<file path="src/rtl/raster_pkg.sv">
package raster_pkg;

    // Per-axis position phase
    typedef enum logic [2:0] {
        PH_IDLE,
        PH_SYNC,
        PH_BACK,
        PH_ACTIVE,
        PH_FRONT
    } phase_e;

    // Global run state
    typedef enum logic {
        RS_OFF,
        RS_RUN
    } run_e;

    localparam int unsigned ADDR_CTRL  = 0;
    localparam int unsigned ADDR_SYNC  = 1;
    localparam int unsigned ADDR_BACK  = 2;
    localparam int unsigned ADDR_ACT   = 3;
    localparam int unsigned ADDR_TOTAL = 4;
    localparam int unsigned ADDR_LINE  = 5;

    localparam int unsigned HFIELD_LSB = 16;
    localparam int unsigned VFIELD_LSB = 0;

    localparam int unsigned CTRL_EN_BIT  = 0;
    localparam int unsigned CTRL_PCK_BIT = 28;
    localparam int unsigned CTRL_DE_BIT  = 29;
    localparam int unsigned CTRL_VS_BIT  = 30;
    localparam int unsigned CTRL_HS_BIT  = 31;

endpackage

</file>
<file path="src/rtl/raster_cfg_regs.sv">
module raster_cfg_regs
    import raster_pkg::*;
#(
    parameter int unsigned HW = 12,
    parameter int unsigned VW = 11,
    parameter int unsigned DW = 32,
    parameter int unsigned AW = 3
) (
    input  logic          clk,
    input  logic          rst_n,
    input  logic          we,
    input  logic [AW-1:0] addr,
    input  logic [DW-1:0] wdata,
    output logic          en,
    output logic          pol_hs,
    output logic          pol_vs,
    output logic          pol_de,
    output logic          pol_pck,
    output logic [HW-1:0] h_sync,
    output logic [HW-1:0] h_back,
    output logic [HW-1:0] h_act,
    output logic [HW-1:0] h_tot,
    output logic [VW-1:0] v_sync,
    output logic [VW-1:0] v_back,
    output logic [VW-1:0] v_act,
    output logic [VW-1:0] v_tot,
    output logic [VW-1:0] v_evt
);

    logic [HW-1:0] hf;
    logic [VW-1:0] vf;

    assign hf = wdata[HFIELD_LSB +: HW];
    assign vf = wdata[VFIELD_LSB +: VW];

    always_ff @(posedge clk or negedge rst_n) begin
        if (!rst_n) begin
            en      <= 1'b0;
            pol_hs  <= 1'b0;
            pol_vs  <= 1'b0;
            pol_de  <= 1'b0;
            pol_pck <= 1'b0;
            h_sync  <= '0;
            h_back  <= '0;
            h_act   <= '0;
            h_tot   <= HW'(1);
            v_sync  <= '0;
            v_back  <= '0;
            v_act   <= '0;
            v_tot   <= '0;
            v_evt   <= '0;
        end else if (we) begin
            case (int'(addr))
                ADDR_CTRL: begin
                    en      <= wdata[CTRL_EN_BIT];
                    pol_hs  <= wdata[CTRL_HS_BIT];
                    pol_vs  <= wdata[CTRL_VS_BIT];
                    pol_de  <= wdata[CTRL_DE_BIT];
                    pol_pck <= wdata[CTRL_PCK_BIT];
                end
                ADDR_SYNC:  begin h_sync <= hf; v_sync <= vf; end
                ADDR_BACK:  begin h_back <= hf; v_back <= vf; end
                ADDR_ACT:   begin h_act  <= hf; v_act  <= vf; end
                ADDR_TOTAL: begin h_tot  <= hf; v_tot  <= vf; end
                ADDR_LINE:  v_evt <= vf;
                default: ;
            endcase
        end
    end

endmodule

</file>
<file path="src/rtl/raster_axis.sv">
module raster_axis
    import raster_pkg::*;
#(
    parameter int unsigned W = 12
) (
    input  logic         clk,
    input  logic         rst_n,
    input  logic         run_q,
    input  logic         run_d,
    input  logic         step,
    input  logic [W-1:0] lim_sync,
    input  logic [W-1:0] lim_back,
    input  logic [W-1:0] lim_act,
    input  logic [W-1:0] lim_tot,
    output logic [W-1:0] cnt_o,
    output logic         sync_o,
    output logic         act_o,
    output logic         wrap_o
);

    logic [W-1:0] cnt_q, cnt_d;
    phase_e       phase_q, phase_d;

    assign wrap_o = run_q && step && (cnt_q >= lim_tot);
    assign cnt_o  = cnt_q;

    // Next count
    always_comb begin
        if (!run_d)
            cnt_d = '0;
        else if (run_q && step)
            cnt_d = (cnt_q >= lim_tot) ? '0 : cnt_q + 1'b1;
        else
            cnt_d = cnt_q;
    end

    // Next phase follows the position the counter moves to
    always_comb begin
        if (!run_d)                 phase_d = PH_IDLE;
        else if (cnt_d <= lim_sync) phase_d = PH_SYNC;
        else if (cnt_d <= lim_back) phase_d = PH_BACK;
        else if (cnt_d <= lim_act)  phase_d = PH_ACTIVE;
        else                        phase_d = PH_FRONT;
    end

    always_ff @(posedge clk or negedge rst_n) begin
        if (!rst_n) begin
            cnt_q   <= '0;
            phase_q <= PH_IDLE;
        end else begin
            cnt_q   <= cnt_d;
            phase_q <= phase_d;
        end
    end

    always_comb begin
        sync_o = 1'b0;
        act_o  = 1'b0;
        unique case (phase_q)
            PH_IDLE:   ;
            PH_SYNC:   sync_o = 1'b1;
            PH_BACK:   ;
            PH_ACTIVE: act_o  = 1'b1;
            PH_FRONT:  ;
            default:   ;
        endcase
    end

    assert_wrap_R1_R2: assert property (@(posedge clk) disable iff (!rst_n)
        (run_q && run_d && step && cnt_q >= lim_tot) |=> (cnt_q == '0));

    assert_step_R1_R2: assert property (@(posedge clk) disable iff (!rst_n)
        (run_q && run_d && step && cnt_q < lim_tot) |=> (cnt_q == $past(cnt_q) + 1'b1));

    assert_hold_R2: assert property (@(posedge clk) disable iff (!rst_n)
        (run_q && run_d && !step) |=> $stable(cnt_q));

    assert_idle_zero_R6: assert property (@(posedge clk) disable iff (!rst_n)
        !run_q |-> (cnt_q == '0));

endmodule

</file>
<file path="src/rtl/raster_timing_gen.sv">
module raster_timing_gen
    import raster_pkg::*;
#(
    parameter int unsigned HW = 12,
    parameter int unsigned VW = 11,
    parameter int unsigned DW = 32,
    parameter int unsigned AW = 3
) (
    input  logic          clk,
    input  logic          rst_n,
    input  logic          cfg_we,
    input  logic [AW-1:0] cfg_addr,
    input  logic [DW-1:0] cfg_wdata,
    output logic          hsync_o,
    output logic          vsync_o,
    output logic          de_o,
    output logic          pclk_inv_o,
    output logic          line_evt_o,
    output logic [HW-1:0] pos_x_o,
    output logic [VW-1:0] pos_y_o
);

    logic          en, pol_hs, pol_vs, pol_de, pol_pck;
    logic [HW-1:0] h_sync, h_back, h_act, h_tot;
    logic [VW-1:0] v_sync, v_back, v_act, v_tot, v_evt;

    raster_cfg_regs #(.HW(HW), .VW(VW), .DW(DW), .AW(AW)) u_cfg (
        .clk    (clk),
        .rst_n  (rst_n),
        .we     (cfg_we),
        .addr   (cfg_addr),
        .wdata  (cfg_wdata),
        .en     (en),
        .pol_hs (pol_hs),
        .pol_vs (pol_vs),
        .pol_de (pol_de),
        .pol_pck(pol_pck),
        .h_sync (h_sync),
        .h_back (h_back),
        .h_act  (h_act),
        .h_tot  (h_tot),
        .v_sync (v_sync),
        .v_back (v_back),
        .v_act  (v_act),
        .v_tot  (v_tot),
        .v_evt  (v_evt)
    );

    run_e run_q, run_d;
    logic run_now, run_nxt;

    always_comb run_d = en ? RS_RUN : RS_OFF;

    always_ff @(posedge clk or negedge rst_n) begin
        if (!rst_n) run_q <= RS_OFF;
        else        run_q <= run_d;
    end

    assign run_now = (run_q == RS_RUN);
    assign run_nxt = (run_d == RS_RUN);

    logic          h_sync_on, h_act_on, h_wrap;
    logic          v_sync_on, v_act_on, v_wrap;
    logic [HW-1:0] h_cnt;
    logic [VW-1:0] v_cnt;

    raster_axis #(.W(HW)) u_hax (
        .clk     (clk),
        .rst_n   (rst_n),
        .run_q   (run_now),
        .run_d   (run_nxt),
        .step    (1'b1),
        .lim_sync(h_sync),
        .lim_back(h_back),
        .lim_act (h_act),
        .lim_tot (h_tot),
        .cnt_o   (h_cnt),
        .sync_o  (h_sync_on),
        .act_o   (h_act_on),
        .wrap_o  (h_wrap)
    );

    raster_axis #(.W(VW)) u_vax (
        .clk     (clk),
        .rst_n   (rst_n),
        .run_q   (run_now),
        .run_d   (run_nxt),
        .step    (h_wrap),
        .lim_sync(v_sync),
        .lim_back(v_back),
        .lim_act (v_act),
        .lim_tot (v_tot),
        .cnt_o   (v_cnt),
        .sync_o  (v_sync_on),
        .act_o   (v_act_on),
        .wrap_o  (v_wrap)
    );

    logic v_wrap_unused;
    assign v_wrap_unused = v_wrap;

    // Output decode per run state
    always_comb begin
        hsync_o    = ~pol_hs;
        vsync_o    = ~pol_vs;
        de_o       = ~pol_de;
        line_evt_o = 1'b0;
        unique case (run_q)
            RS_OFF: ;
            RS_RUN: begin
                hsync_o    = h_sync_on ? pol_hs : ~pol_hs;
                vsync_o    = v_sync_on ? pol_vs : ~pol_vs;
                de_o       = (h_act_on && v_act_on) ? pol_de : ~pol_de;
                line_evt_o = (h_cnt == '0) && (v_cnt == v_evt);
            end
            default: ;
        endcase
    end

    assign pclk_inv_o = pol_pck;
    assign pos_x_o    = h_cnt;
    assign pos_y_o    = v_cnt;

    assert_off_inactive_R6: assert property (@(posedge clk) disable iff (!rst_n)
        (run_q == RS_OFF) |-> (hsync_o == ~pol_hs && vsync_o == ~pol_vs &&
                               de_o == ~pol_de && !line_evt_o &&
                               pos_x_o == '0 && pos_y_o == '0));

    assert_evt_single_R7: assert property (@(posedge clk) disable iff (!rst_n)
        (line_evt_o && h_tot != '0) |=> !line_evt_o);

    assert_evt_at_col0_R7: assert property (@(posedge clk) disable iff (!rst_n)
        line_evt_o |-> (pos_x_o == '0 && run_q == RS_RUN));

endmodule

</file>
<file path="config.mk">
export PLATFORM = sky130hd
export DESIGN_NAME = raster_timing_gen
export DESIGN_NICKNAME = d
export VERILOG_FILES = /design/src/rtl/raster_pkg.sv /design/src/rtl/raster_cfg_regs.sv /design/src/rtl/raster_axis.sv /design/src/rtl/raster_timing_gen.sv
export SDC_FILE = /design/constraint.sdc
export NUM_CORES = 1
export LEC_CHECK = 0
export ABC_AREA = 1
export BUFFER_PORTS_ARGS = -buffer_cell sky130_fd_sc_hd__buf_2
export CORE_MARGIN = 1.5
export CORE_UTILIZATION = 25
export DETAILED_ROUTE_END_ITERATION = 16
export HOLD_SLACK_MARGIN = 0.08
export PLACE_DENSITY = 0.4
export SLEW_MARGIN = 20
export SYNTH_ARGS = -nofsm -noshare
export SYNTH_HDL_FRONTEND = slang
export SYNTH_SLANG_ARGS = --single-unit
</file>
<file path="constraint.sdc">
create_clock -name clk -period 2.7 [get_ports clk]
set_clock_uncertainty 0.05 [all_clocks]
set_input_delay 0.135 -clock clk [delete_from_list [all_inputs] [get_ports clk]]
set_output_delay 0.135 -clock clk [all_outputs]
set_load 0.03 [all_outputs]
</file>
* After elaboration in Yosys (flattened, before gate mapping)
Index checks and enable logic that the tools add are counted.
Cells by class: add/sub/neg operators 2, $lt $le $gt $ge 8, equality and inequality tests 10, mux-type cells 26, bitwise operators 3, reductions and logical operators 12
Operator list (number):
- $le A12 B12 Y1 | 3
- $mux W12 | 3
- $le A11 B11 Y1 | 3
- $mux W11 | 3
- $mux W3 | 8
- $add A12 B1 Y12 const B | 1
- $eq A3 B2 Y1 const B | 4
- $ge A12 B12 Y1 | 1
- $logic_not A12 Y1 | 1
- $mux W1 | 12
- $reduce_and A2 Y1 | 6
- $add A11 B1 Y11 const B | 1
- $eq A11 B11 Y1 | 1
- $ge A11 B11 Y1 | 1
- $eq A3 B1 Y1 const B | 3
- $eq A3 B3 Y1 const B | 2
- $logic_and A1 B1 Y1 | 4
- $logic_not A3 Y1 | 1
- $not A1 Y1 | 3
Word-level totals: register bits after elaboration 138, input bits 38, output and inout bits 28, logic and storage cells 80

* Logic depth before layout (Yosys ltp)
depth after elaboration 10, mapped depth 25, depth with buffers taken out 24

* Cells and area by module
Synthesis repeated with hierarchy kept, for this count alone.
Unflattened totals: cells, all modules 1158, area total of the unflattened synthesis 8643.3 um^2
Modules (own cells, without submodules):
- raster_cfg_regs | instances 1, cells each 480, area an instance 4264.1 um^2, seq. area each 2703.8 um^2
- raster_axis at u_hax | instances 1, cells each 302, area an instance 2064.5 um^2, seq. area each 375.4 um^2
- raster_axis at u_vax | instances 1, cells each 278, area an instance 1903.1 um^2, seq. area each 350.3 um^2
- raster_timing_gen | instances 1, cells each 98, area an instance 411.6 um^2, seq. area each 25.0 um^2

* Worst setup path before layout
Ideal clock, no wire load.
kind register to register, start register u_hax.cnt_q[7] (netlist: u_hax.cnt_o[7]), end register u_hax.phase_q[1], setup time 116 ps, data arrival time 2756 ps, data required time 2534 ps, setup slack -222 ps, cell stages (with the launch flop) 19, path buffers 0, period minus slack after synthesis 2922 ps, cells stage by stage dfrtp_1 > ha_1 > nand2_1 > inv_1 > nand2_1 > nand2_1 > a21oi_1 > nand2_2 > nand2_4 > nand2_2 > nor3_1 > ha_1 > a21o_1 > o21ai_0 > nand2_1 > nor2_1 > nor2_1 > nand2_1 > nor2_1
Between the ends: word-level cells in the longest chain between the ends 9, elaborated cells between the ends (all ways) 12, those cells by class add/sub: 1; order compare: 4; mux: 7
RTL lines:
- start, declared | RTL line raster_axis.sv:21 | logic [W-1:0] cnt_q, cnt_d;
- start signal, assigned | RTL line raster_axis.sv:51 | cnt_q <= cnt_d;
- $add A12 B1 Y12 / $ge A12 B12 Y1 (equally long branches) | RTL line raster_axis.sv:32 | cnt_d = (cnt_q >= lim_tot) ? '0 : cnt_q + 1'b1;
- $mux W12 | RTL line raster_axis.sv:32
- $mux W12 (*) | RTL line raster_axis.sv:31 | else if (run_q && step)
- $mux W12 (*) | RTL line raster_axis.sv:29 | if (!run_d)
- named net u_hax.cnt_d[7] | RTL line raster_axis.sv:21
- $le A12 B12 Y1 | RTL line raster_axis.sv:42 | else if (cnt_d <= lim_act) phase_d = PH_ACTIVE;
- $mux W3 | RTL line raster_axis.sv:42
- $mux W3 | RTL line raster_axis.sv:41 | else if (cnt_d <= lim_back) phase_d = PH_BACK;
- $mux W3 (*) | RTL line raster_axis.sv:40 | else if (cnt_d <= lim_sync) phase_d = PH_SYNC;
- $mux W3 (*) | RTL line raster_axis.sv:39 | if (!run_d) phase_d = PH_IDLE;
- named net u_hax.phase_d[1] | RTL line raster_axis.sv:22 | phase_e phase_q, phase_d;
- end signal, assigned | RTL line raster_axis.sv:52 | phase_q <= phase_d;
- end, declared | RTL line raster_axis.sv:22
Mark *: on every way through the listed nets, which the timed path passes. The rest lies on a longest branch. A chain may end at the register's enable or synchronous reset.

* Worst setup path after layout
start register u_cfg.v_tot[9], end register u_vax.phase_q[2]
Between the ends: word-level cells in the longest chain between the ends 9, elaborated cells between the ends (all ways) 11, those cells by class order compare: 4; mux: 7
RTL lines:
- start, declared | RTL line raster_cfg_regs.sv:26 | output logic [VW-1:0] v_tot,
- start signal, assigned | RTL line raster_cfg_regs.sv:50 | v_tot <= '0;
- start signal, assigned | RTL line raster_cfg_regs.sv:64 | ADDR_TOTAL: begin h_tot <= hf; v_tot <= vf; end
- $ge A11 B11 Y1 (*) | RTL line raster_axis.sv:32
- $mux W11 (*) | RTL line raster_axis.sv:32
- $mux W11 (*) | RTL line raster_axis.sv:31
- $mux W11 (*) | RTL line raster_axis.sv:29
- named net u_vax.cnt_d[8] | RTL line raster_axis.sv:21
- $le A11 B11 Y1 | RTL line raster_axis.sv:42
- $mux W3 | RTL line raster_axis.sv:42
- $mux W3 | RTL line raster_axis.sv:41
- $mux W3 (*) | RTL line raster_axis.sv:40
- $mux W3 (*) | RTL line raster_axis.sv:39
- named net u_vax.phase_d[2] | RTL line raster_axis.sv:22
- end signal, assigned | RTL line raster_axis.sv:52
- end, declared | RTL line raster_axis.sv:22
Marked as above.

==> impl_metrics.tcl <==
set metrics [dict create \
    status "finished with violations" \
    failed_checks "negative setup slack" \
    antenna_left 0 \
    power_density_mw_per_mm2 563 \
    setup_violations 6 \
    required_ns 3.00 \
    grt_pass1_vias 7301 \
    ioPinCount 66 \
    max_slew_margin 0.473 \
    synthSimpleGateAreaFrac 0.201 \
    wl_per_cell_um 15.3 \
    synth_area_per_cell_sq_um 7.96 \
    root_buffer "clkbuf_16" \
    netlist_instances 1025 \
    period_minus_slack_ns 2.97 \
    yosys.area_share.xor_xnor 0.0161 \
    path_class "reg2reg" \
    layout.nets 1358 \
    first_pass_iters 4 \
    finalSetupTns_ns -1.42 \
    rrSetupSlack_ns -0.27 \
    grt_pass1_wl_um 40700 \
    syn2layout_area_growth_pct 43.0 \
    die-area_sq_mm 0.0337 \
    drt_wl_total_um 25600 \
    min_path_type "in2async" \
    clockPowerShare 0.341 \
    total_power_mw 6.57 \
    combPwrFrac 0.265 \
    pre_cts_ws_ns -0.566 \
    p_leak_nw 5.73 \
    tightest_slew_ns 0.789 \
    max_cap_violations 0 \
    layout-drive-gt1-share 0.305 \
    viasPerCell 4.31 \
    die_h_um 184 \
    ys_types 36 \
    pwr-share-seq 0.394 \
    netlist_area_sq_mm 0.00816 \
    ys_seq_elements 138 \
    rows 65 \
    p_sw_frac 0.325 \
    mostFrequentLayoutCells "nand2_1 (222), inv_1 (167), dfrtp_1 (123)" \
    die_x_um 184 \
    cp-startpoint "u_cfg.v_tot[9]" \
    rsz0062_at_grt "true" \
    synth-edff-count 0 \
    place_hpwl_um 18600 \
    grt_overflow 0 \
    end_kind "register" \
    vias 7204 \
    finalHoldViolations 0 \
    ys_seq_area_frac 0.424 \
    worstRegToRegCells 20 \
    ys_async_sr_fraction 1.00 \
    internal-power_mw 4.43 \
    core_area_sq_mm 0.0318 \
    synth_top_family_by_area "simple AND/OR/NAND/NOR gates" \
    grt_usage 0.160 \
    gp_congestion 0.821 \
    r2r-end "u_vax.phase_q[2]" \
    switchingPower_mw 2.13 \
    placedInstanceArea_sq_mm 0.00978 \
    peakVddDrop_mv 0.405 \
    cp_max_fo 5 \
    seq_area_sq_mm 0.00347 \
    clock_latency_ns 0.43 \
    critPathLaunchType "register" \
    critPathArrivalTime_ns 3.28 \
    cts_tree "built" \
    htree_levels 4 \
    yosys_most_used_dff "dfrtp_1" \
    setup_slack_ns -0.275 \
    multi_input_area_sq_mm 0.00489 \
    drtIter0Drc 420 \
    synth_compound_area_frac 0.113 \
    numPortBuffers 60 \
    postLayoutCoreUtil 0.367 \
    max_freq_mhz 336 \
    stdcell_area_sq_mm 0.0117 \
    start_util 0.256 \
    drc 0 \
    worstReg2RegStart "u_cfg.v_tot[9]" \
    antenna_found_initial 0 \
    clk_pin_slew_ns 0.06 \
    min_period_over_period 1.10 \
    grt_max_degree 75 \
    fillers 3327 \
    crit_end "u_vax.phase_q[2]" \
    clk_path_buf_depth 2 \
    yosysWarnings 0 \
    finalMaxSlewViolations 0 \
    final_common_cell "nand2_1" \
    cts_inserted_buffers 17 \
    clock-sinks 138 \
    syn_nets 1158 \
    synth.area.mux_share 0.00552 \
    antenna_cells 0 \
    synth_fa_ha_area_frac 0.146 \
]
[cells in the mapped netlist (2+ instances only)]
cell type / count / share of area
o21ai_1: 6 / 0.0037
nand3_1: 38 / 0.023
inv_1: 177 / 0.081
o21ai_0: 119 / 0.073
nand2_2: 3 / 0.0023
nor4_1: 2 / 0.0015
xnor2_1: 5 / 0.0054
nand3_2: 2 / 0.0025
o22ai_1: 2 / 0.0015
nor2_2: 3 / 0.0023
nor3_1: 11 / 0.0068
mux2_2: 4 / 0.0055
a21o_1: 5 / 0.0046
nor2_1: 65 / 0.030
o21a_1: 4 / 0.0037
nand4_1: 15 / 0.012
nand2_1: 251 / 0.12
a21oi_1: 37 / 0.023
ha_1: 95 / 0.15
clkbuf_1: 19 / 0.0087
buf_2: 2 / 0.0012
xor2_1: 10 / 0.011
dfrtp_1: 137 / 0.42
[worst min-delay path by stage]
stage / start / endpoint / slack [ns] / cells after the start
after floorplan: rst_n / run_now / -0.21 / 0
after global placement: rst_n / u_cfg.h_act[5] / 0.01 / 1
after detailed placement: rst_n / u_cfg.h_act[6] / 0.01 / 1
after CTS: rst_n / u_cfg.h_act[6] / 0.11 / 2
after global routing: cfg_wdata[2] / u_cfg.v_tot[2] / 0.12 / 3
final: rst_n / u_cfg.h_act[6] / 0.12 / 2
[critical path, stage by stage, from the launching register on]
cell     delay (ns)
dfrtp_1        0.39
inv_2          0.09
ha_4           0.21
nand2_4        0.08
nor2_4         0.04
buf_4          0.12
nand3_2        0.08
nand2_2        0.07
nor2_4         0.11
buf_4          0.14
nand4_1        0.14
o21ai_4        0.31
ha_4           0.19
nand4_1        0.18
nor2_2         0.20
nand2_2        0.09
nand3_2        0.08
nand2_2        0.08
nor2_4         0.11
nand2_1        0.05
nor2_1         0.10
[routing by layer]
metal  wire length, um  global-route usage
met5                 0                   0
met4               333              0.0456
met3               588              0.0256
met2             11700               0.254
met1             13000               0.222
[cell type report]
type                    count  area share
multi-input cells         686       0.420
flip-flops and latches    138       0.298
repair buffers            204       0.132
inverters                 178      0.0573
well taps                 435      0.0467
clock buffers              24      0.0404
clock inverters             7     0.00601
[repair_timing]
| action | 4_1_cts | 5_1_grt |
|---|---|---|
| setup buffers | 10 | 15 |
| resized for setup | 115 | 60 |
| hold buffers | 26 | 0 |
| setup endpoints to repair | 6 | 7 |
| pin swaps | 60 | 53 |
| hold endpoints to repair | 229 | 0 |
[state kept, by name (all words and copies together), names as in the netlist]
signal,cells
u_cfg.h_act,12
u_cfg.h_back,12
u_cfg.h_sync,12
u_cfg.h_tot,12
u_hax.cnt_o,12
u_cfg.v_act,11
u_cfg.v_back,11
u_cfg.v_evt,11
u_cfg.v_sync,11
u_cfg.v_tot,11
u_vax.cnt_o,11
u_hax.phase_q,3
u_vax.phase_q,3
run_now,1
u_cfg.en,1
u_cfg.pol_de,1
u_cfg.pol_hs,1
u_cfg.pol_pck,1
u_cfg.pol_vs,1
[through the flow]
stage,cells,hold slack [ns]
6_report,1672,0.119
3_5_place_dp,1594,0.0116
3_3_place_gp,1594,0.0122
5_1_grt,1672,0.121
2_1_floorplan,1025,-0.211
4_1_cts,1659,0.114
[power groups by stage]
| stage | clock (mW) | sequential, mW | combinational (mW) |
|---|---|---|---|
| 2_1_floorplan | 0 | 2.59 | 0.895 |
| 3_3_place_gp | 0 | 2.62 | 1.38 |
| 3_5_place_dp | 0 | 2.62 | 1.40 |
| 4_1_cts | 2.32 | 2.59 | 1.65 |
| 5_1_grt | 2.40 | 2.63 | 2.00 |
| 6_report | 2.24 | 2.59 | 1.74 |
[cell families after synthesis]
group                    after synthesis
AO/OA/AOI/OAI                        177
XOR/XNOR                              15
buffers and inverters                201
adder cells (fa/ha/maj)               95
AND/OR/NAND/NOR                      395
flip-flops                           138
multiplexers                           4
No activity file was read; power rests on OpenSTA's default activity.
